**src/rtl/eisc_pkg.sv**
```systemverilog
package eisc_pkg;
  typedef enum logic [1:0] {
    SENSE_LOW  = 2'b00,
    SENSE_ANY  = 2'b01,
    SENSE_FALL = 2'b10,
    SENSE_RISE = 2'b11
  } sense_e;

  localparam logic [1:0] ADDR_SENSE_LO = 2'd0;
  localparam logic [1:0] ADDR_SENSE_HI = 2'd1;
  localparam logic [1:0] ADDR_ENABLE   = 2'd2;
  localparam logic [1:0] ADDR_FLAGS    = 2'd3;
endpackage

```
**src/rtl/eisc_sync.sv**
```systemverilog
module eisc_sync #(
  parameter int   W       = 8,
  parameter int   STAGES  = 2,
  parameter logic RST_VAL = 1'b1
) (
  input  logic         clk,
  input  logic         rst_n,
  input  logic [W-1:0] d,
  output logic [W-1:0] q
);
  logic [W-1:0] st [STAGES];

  always_ff @(posedge clk or negedge rst_n) begin
    if (!rst_n) begin
      for (int k = 0; k < STAGES; k++) st[k] <= {W{RST_VAL}};
    end else begin
      st[0] <= d;
      for (int k = 1; k < STAGES; k++) st[k] <= st[k-1];
    end
  end

  assign q = st[STAGES-1];
endmodule

```
**src/rtl/eisc_regs.sv**
```systemverilog
module eisc_regs
  import eisc_pkg::*;
#(
  parameter int N = 8
) (
  input  logic           clk,
  input  logic           rst_n,
  input  logic           we,
  input  logic [1:0]     addr,
  input  logic [N-1:0]   wdata,
  input  logic [N-1:0]   ack,
  input  logic [N-1:0]   flags,
  output logic [2*N-1:0] sense,
  output logic [N-1:0]   en,
  output logic [N-1:0]   clr,
  output logic [N-1:0]   rdata
);
  always_ff @(posedge clk or negedge rst_n) begin
    if (!rst_n) begin
      sense <= '0;
      en    <= '0;
    end else if (we) begin
      case (addr)
        ADDR_SENSE_LO: sense[N-1:0]   <= wdata;
        ADDR_SENSE_HI: sense[2*N-1:N] <= wdata;
        ADDR_ENABLE:   en             <= wdata;
        default: ;
      endcase
    end
  end

  assign clr = ((we && addr == ADDR_FLAGS) ? wdata : '0) | ack;

  always_comb begin
    case (addr)
      ADDR_SENSE_LO: rdata = sense[N-1:0];
      ADDR_SENSE_HI: rdata = sense[2*N-1:N];
      ADDR_ENABLE:   rdata = en;
      default:       rdata = flags;
    endcase
  end
endmodule

```
**src/rtl/eisc_pin_detect.sv**
```systemverilog
module eisc_pin_detect
  import eisc_pkg::*;
#(
  parameter bit ASYNC_EDGE = 1'b1
) (
  input  logic       clk,
  input  logic       rst_n,
  input  logic       io_clk_en,
  input  logic       pin_raw,
  input  logic       pin_s,
  input  logic [1:0] mode,
  input  logic       enable,
  input  logic       clr,
  output logic       flag,
  output logic       req,
  output logic       wake_cond
);
  logic prev, fall, rise, hit, clk_ok, edge_hit, level_req, raw_edge;

  always_ff @(posedge clk or negedge rst_n) begin
    if (!rst_n) prev <= 1'b1;
    else        prev <= pin_s;
  end

  assign fall = prev & ~pin_s;
  assign rise = ~prev & pin_s;

  always_comb begin
    case (sense_e'(mode))
      SENSE_ANY:  hit = fall | rise;
      SENSE_FALL: hit = fall;
      SENSE_RISE: hit = rise;
      default:    hit = 1'b0;
    endcase
  end

  // Pins without asynchronous edge capture depend on the I/O clock running.
  assign clk_ok   = ASYNC_EDGE ? 1'b1 : io_clk_en;
  assign edge_hit = hit & clk_ok;

  // A new event has priority over a clear in the same cycle.
  always_ff @(posedge clk or negedge rst_n) begin
    if (!rst_n)        flag <= 1'b0;
    else if (edge_hit) flag <= 1'b1;
    else if (clr)      flag <= 1'b0;
  end

  assign level_req = (mode == SENSE_LOW) & ~pin_s;
  assign req       = enable & ((mode == SENSE_LOW) ? level_req : flag);

  always_comb begin
    case (sense_e'(mode))
      SENSE_ANY:  raw_edge = pin_raw ^ pin_s;
      SENSE_FALL: raw_edge = pin_s & ~pin_raw;
      SENSE_RISE: raw_edge = ~pin_s & pin_raw;
      default:    raw_edge = 1'b0;
    endcase
  end

  assign wake_cond = enable & (((mode == SENSE_LOW) & ~pin_raw) | (ASYNC_EDGE & raw_edge));

  assert_flag_cause_R4: assert property (@(posedge clk) disable iff (!rst_n)
    $rose(flag) |-> $past(edge_hit));

  assert_set_wins_R9: assert property (@(posedge clk) disable iff (!rst_n)
    $past(edge_hit) |-> flag);

  assert_level_no_latch_R3: assert property (@(posedge clk) disable iff (!rst_n)
    (mode == SENSE_LOW) |=> !$rose(flag));

  generate
    if (!ASYNC_EDGE) begin : g_gated_chk
      assert_gated_no_edge_R10: assert property (@(posedge clk) disable iff (!rst_n)
        $rose(flag) |-> $past(io_clk_en));
    end
  endgenerate
endmodule

```
**src/rtl/ext_irq_sense.sv**
```systemverilog
module ext_irq_sense
  import eisc_pkg::*;
#(
  parameter int N_PINS      = 8,
  parameter int N_ASYNC     = 4,
  parameter int SYNC_STAGES = 2
) (
  input  logic              clk,
  input  logic              rst_n,
  input  logic              io_clk_en,
  input  logic [N_PINS-1:0] pins_i,
  input  logic              reg_we,
  input  logic [1:0]        reg_addr,
  input  logic [N_PINS-1:0] reg_wdata,
  output logic [N_PINS-1:0] reg_rdata,
  input  logic [N_PINS-1:0] ack_i,
  output logic [N_PINS-1:0] irq_o,
  output logic              wake_o
);
  logic [N_PINS-1:0]   pins_s, flags, clr, en, wake_cond;
  logic [2*N_PINS-1:0] sense;

  eisc_sync #(.W(N_PINS), .STAGES(SYNC_STAGES), .RST_VAL(1'b1)) u_sync (
    .clk(clk), .rst_n(rst_n), .d(pins_i), .q(pins_s)
  );

  eisc_regs #(.N(N_PINS)) u_regs (
    .clk(clk), .rst_n(rst_n), .we(reg_we), .addr(reg_addr), .wdata(reg_wdata),
    .ack(ack_i), .flags(flags), .sense(sense), .en(en), .clr(clr), .rdata(reg_rdata)
  );

  generate
    for (genvar i = 0; i < N_PINS; i++) begin : g_pin
      eisc_pin_detect #(.ASYNC_EDGE(i < N_ASYNC)) u_det (
        .clk(clk), .rst_n(rst_n), .io_clk_en(io_clk_en),
        .pin_raw(pins_i[i]), .pin_s(pins_s[i]), .mode(sense[2*i+1:2*i]),
        .enable(en[i]), .clr(clr[i]), .flag(flags[i]), .req(irq_o[i]),
        .wake_cond(wake_cond[i])
      );
    end
  endgenerate

  assign wake_o = (|wake_cond) | (|irq_o);

  assert_irq_masked_R11: assert property (@(posedge clk) disable iff (!rst_n)
    (irq_o & ~en) == '0);

  assert_wake_on_irq_R12: assert property (@(posedge clk) disable iff (!rst_n)
    (|irq_o) |-> wake_o);
endmodule

```
**config.mk**
```make
export PLATFORM = sky130hd
export DESIGN_NAME = ext_irq_sense
export DESIGN_NICKNAME = d
export VERILOG_FILES = /design/src/rtl/eisc_pkg.sv /design/src/rtl/eisc_sync.sv /design/src/rtl/eisc_regs.sv /design/src/rtl/eisc_pin_detect.sv /design/src/rtl/ext_irq_sense.sv
export SDC_FILE = /design/constraint.sdc
export NUM_CORES = 1
export LEC_CHECK = 0
export ABC_CLOCK_PERIOD_IN_PS = 2630
export BUFFER_PORTS_ARGS = -buffer_cell sky130_fd_sc_hd__buf_2
export CORE_ASPECT_RATIO = 1.75
export CORE_MARGIN = 2
export CORE_UTILIZATION = 55
export CTS_BUF_LIST = sky130_fd_sc_hd__clkbuf_4 sky130_fd_sc_hd__clkbuf_8
export DETAILED_ROUTE_END_ITERATION = 6
export PLACE_DENSITY = 0.79
export SLEW_MARGIN = 25
export SYNTH_ARGS = -nofsm -noshare
export SYNTH_HDL_FRONTEND = slang
export SYNTH_SLANG_ARGS = --single-unit
```
**constraint.sdc**
```tcl
create_clock -name clk -period 2.63 [get_ports clk]
set_input_delay 0.1315 -clock clk [delete_from_list [all_inputs] [get_ports clk]]
set_output_delay 0.1315 -clock clk [all_outputs]
set_load 0.05 [all_outputs]
```
# After elaboration in Yosys (flattened, before gate mapping)
# Index checks and enable logic that the tools add are counted.
# W data, S select, Z words.
[totals] out_inout_bits=17 elab_cells=211 reg_bits=56
[op_classes] mux=38 reduce_logical=23 bitwise_logic=102 n_eq_ne=27
[op_table] op="$and A1 B1 Y1" n=60
[op_table] op="$eq A2 B2 Y1 const B" n=18
[op_table] op="$pmux W1 S3" n=12
[op_table] op="$mux W1" n=24
[op_table] op="$not A1 Y1" n=24
[op_table] op="$pmux W8 S3" n=1
[op_table] op="$eq A2 B1 Y1 const B" n=9
[op_table] op="$logic_not A2 Y1" n=9
[op_table] op="$reduce_bool A2 Y1" n=8
[op_table] op="$reduce_or A8 Y1" n=2
[op_table] op="$or A1 B1 Y1" n=13
[op_table] op="$mux W8" n=1
[op_table] op="$or A8 B8 Y8" n=1
[op_table] op="$reduce_and A2 Y1" n=3
[op_table] op="$xor A1 B1 Y1" n=4
[op_table] op="$logic_and A1 B1 Y1" n=1

# Depth between registers and ports, before layout
[depth] ltp_word=7 depth_mapped=6

# Hierarchy
# From an unflattened synthesis, not the netlist that was laid out.
[unflattened] hier_cells=244 hier_area_um2=3131.8
[by_module_without_submodules] module="eisc_regs" n_inst=1 cells_each=71 area_per_inst_um2=1218.7
[by_module_without_submodules] module="eisc_pin_detect (g_pin[0].u_det ...)" n_inst=4 cells_each=20 area_per_inst_um2=205.2
[by_module_without_submodules] module="eisc_pin_detect (g_pin[4].u_det ...)" n_inst=4 cells_each=16 area_per_inst_um2=145.1
[by_module_without_submodules] module="eisc_sync" n_inst=1 cells_each=24 area_per_inst_um2=480.5
[by_module_without_submodules] module="ext_irq_sense" n_inst=1 cells_each=5 area_per_inst_um2=31.3

# Worst setup path before layout
# Ideal clock, no wire load.
[synth_timing] path_type="reg2out" startpoint="register u_sync.st (netlist bit u_sync.q[0])" endpoint="output wake_o" t_required_ns=2.499 t_arrival_ns=1.870 stages_incl_launch_ff=6 path_slack_ns=0.628 cell_sequence="dfstp_2 -> inv_1 -> ha_1 -> mux4_2 -> a22oi_1 -> nand4_1"
[synth_between] elab_chain_cells=7
[synth_rtl] element="start, declared" line="eisc_sync.sv:11" source="logic [W-1:0] st [STAGES];"
[synth_rtl] element="$not A1 Y1" line="eisc_pin_detect.sv:48, eisc_pin_detect.sv:55"
[synth_rtl] element="$and A1 B1 Y1" line="eisc_pin_detect.sv:55" source="SENSE_RISE: raw_edge = ~pin_s & pin_raw;"
[synth_rtl] element="$pmux W1 S3" line="eisc_pin_detect.sv:52" source="case (sense_e'(mode))"
[synth_rtl] element="$or A1 B1 Y1" line="eisc_pin_detect.sv:60" source="assign wake_cond = enable & (((mode == SENSE_LOW) & ~pin_raw) | (ASYNC_EDGE & raw_edge));"
[synth_rtl] element="$and A1 B1 Y1" line="eisc_pin_detect.sv:60"
[synth_rtl] element="$reduce_or A8 Y1" line="ext_irq_sense.sv:43" source="assign wake_o = (|wake_cond) | (|irq_o);"
[synth_rtl] element="$or A1 B1 Y1 *" line="ext_irq_sense.sv:43"
[synth_rtl] element="end, declared" line="ext_irq_sense.sv:18" source="output logic wake_o"
# Mark *: on every way between the ends. The rest lies on a longest branch, timed or not.

# Worst setup path in the final report
# Ends and elaborated chain as after synthesis.

==> run metrics <==
Hold Crit Class primary input to flip-flop; clk sink count 56; # setup viols final 0; R2R Path Start g_pin[5].u_det.prev$_DFF_PN1_; Max VDD drop around 0.45 mV; TritonCTS clock tree yes; wire per inst 17.7 microns; Fmax roughly 430 MHz; Worst path max stage delay 570 ps; worst-skew pair later-pin latency between 300 and 400 ps; maxcap violations 0; clock transition at the registers of the reported paths 100 ps; Core Footprint about 0.0053 sq mm; Inst Count DP ~360; status finished, final reports clean; TritonCTS buffer count 5; yosys synthesis warning count 0; Cells after Synth approximately 250; post-synthesis register bit count 56; Fillers between 400 and 500; drt first pass iters 4; row count 35; Worst Path Required 2500 ps; slowest stage cell, crit path dfstp_2; post-cts resize count 0; antenna diode count 0; multi-input logic area 0.00143 sq mm; CP endpoint kind output pin; Final Max Slew Viols 0; startpoint type of the worst setup path flip-flop; layout cells sized above 1 about two fifths; Register Area approximately 0.0014 sq mm; Top delay family on crit path flip-flops; Fin Setup TNS 0 ps; Vias/cell about 5.7; Total GRT Usage 23.7%; static leakage 1.64 nW; CTS max path bufs 2; Layout Cells excl Fill between 300 and 400; RSZ-0062 raised after global routing false; Crit Path Max Fanout 4; final wirelength 6.61 mm; Cell variety after synth 36; commonest non-fill, non-tap cell in the layout buf_2; Post CTS Setup Buffer Count 0; syn_nets 303; GRT Residual Overflow 0; critical-path cell list inv_1 > ha_1 > mux4_2 > a22oi_1 > nand4_1 > buf_2; critical path startpoint u_sync.q[0]$_DFF_PN1_; Die Height a little over 100 microns; final instance area roughly 0.0035 sq mm; clock root cell clkbuf_8; PD cells 679 mW/mm^2; port buffer count 46; slew at the pin closest to its max-slew limit between 700 and 800 ps; Buf+Inv Stages, Crit Path 2; Via Count 2,136; # DRC 0; Initial DRC Count 99; placed cell area 0.00331 sq mm; H-tree depth 2; Overall Power between 2 and 2.5 mW; sequential share of the synthesized area ~47%; vias in the first global route ~2,200; Setup WS post-layout slightly above 300 ps; crit path time final 2330 ps; synthesis-to-layout area growth 14.5%; die area about 0.0062 sq mm; Starting Density 57.6%; hold path startpoint ack_i[3]; kind of critical path flip-flop to output pin; Die Width between 60 and 70 microns; period utilization about nine tenths; Mean Syn Cell Area roughly 12 sq um; first-pass GRT wire length 10.7 mm; Fin. Hold Viols 0; final core occ 66.0%; HPWL Detailed slightly below 5 mm; Final Skew roughly 6.9 ps; commonest non-fill, non-tap cells in the layout buf_2 (46), dfrtp_1 (32), mux2_2 (31); Top-Level Pins 47; relative slew slack between 40% and 50%; final hold slack 49.7 ps; DP Worst Slack roughly 670 ps; ANT nets after route 0; Crit path arrival time about 2200 ps; Cell Area, Synth just over 0.003 sq mm; largest net degree at the start of global routing 31; initial antenna violation count 0; RD Place Congestion 0.847; Layout Nets approximately 350
## final timing paths
path,endpoint,slack (ps),cells past startpoint
min in group asynchronous,g_pin[6].u_det.flag$_DFFE_PN0P_,360,2
max in group asynchronous,u_sync.st[12]$_DFF_PN1_,1610,3
setup reg to reg,g_pin[5].u_det.flag$_DFFE_PN0P_,1140,5
setup / recovery,wake_o,300,6
hold reg to reg,u_sync.q[5]$_DFF_PN1_,350,0
hold / removal,g_pin[3].u_det.flag$_DFFE_PN0P_,50,3
## metal layers
layer | up-vias | track usage (%) | part of all wire [%]
li1 | 974 | - | -
met4 | 0 | 11.1 | 3.3
met2 | 62 | 41.9 | 54
met5 | - | 0 | 0
met3 | 20 | 3.89 | 3.9
met1 | 1080 | 27.2 | 38
## synth_stat cells (all sizes together)
cell | number | share of area (%)
dfrtp | 32 | 26
o211ai | 2 | 0.49
nand3b | 10 | 2.5
a22oi | 2 | 0.49
a21boi | 1 | 0.25
a21oi | 6 | 0.98
nor4b | 4 | 1.1
or4 | 1 | 0.25
mux2 | 31 | 11
nand4 | 1 | 0.21
nand2 | 17 | 2.1
mux2i | 3 | 0.98
dfstp | 24 | 21
ha | 24 | 9.8
o21a | 3 | 0.74
nand2b | 1 | 0.21
buf | 11 | 2.5
o21ai | 9 | 1.5
clkbuf | 2 | 0.25
o2111a | 1 | 0.37
a311oi | 1 | 0.49
o22ai | 1 | 0.21
and3 | 1 | 0.21
o21bai | 3 | 0.74
inv | 28 | 3.4
or3 | 1 | 0.21
nor4 | 1 | 0.21
nor2 | 5 | 0.61
a211o | 1 | 0.29
mux4 | 10 | 7.5
o311a | 3 | 0.98
nor3 | 3 | 0.49
nor3b | 6 | 1.6
## where the power goes
| part | internal [mW] | switching (mW) | leakage, nW |
|---|---|---|---|
| logic | 0.306 | 0.422 | 0.949 |
| clock network | 0.211 | 0.277 | 0.0510 |
| registers | 0.992 | 0.164 | 0.639 |
| total | 1.51 | 0.863 | 1.64 |
## timing repair
item,CTS,global route
hold endpoints to repair,19,0
endpoints found under the setup margin,0,0
hold buffers,9,0
## cells by family (layout without fill, tap and decap cells)
kind of cell | count (synthesis) | in the layout | share of synthesized area [%]
flip-flops | 56 | 56 | 46.9
AND/OR/NAND/NOR | 51 | 51 | 9.71
multiplexers | 44 | 44 | 19.9
buffers and inverters | 41 | 92 | 6.15
AO/OA/AOI/OAI | 33 | 33 | 7.50
adder cells (fa/ha/maj) | 24 | 24 | 9.84
## worst register-to-register path: stages, from the launching register on
cell     delay, ps
dfstp_2        550
inv_1           40
ha_1           280
nor3b_1        310
a21oi_1         80
o21ai_0        160
## registers in the layout (all words and copies together) (netlist names)
register          cells
g_pin.u_det.flag      8
u_sync.q              8
u_regs.sense         16
u_sync.st             8
g_pin.u_det.prev      8
u_regs.en             8
## cell type report
| class | count | area share, % |
|---|---|---|
| flip-flops and latches | 56 | 40.9 |
| repair buffers | 56 | 9.74 |
| clock inverters | 2 | 0.286 |
| well taps | 74 | 2.65 |
| clock buffers | 6 | 2.36 |
| inverters | 28 | 3.01 |
| multi-input cells | 152 | 41.0 |
(Power assumes the default switching activity.)
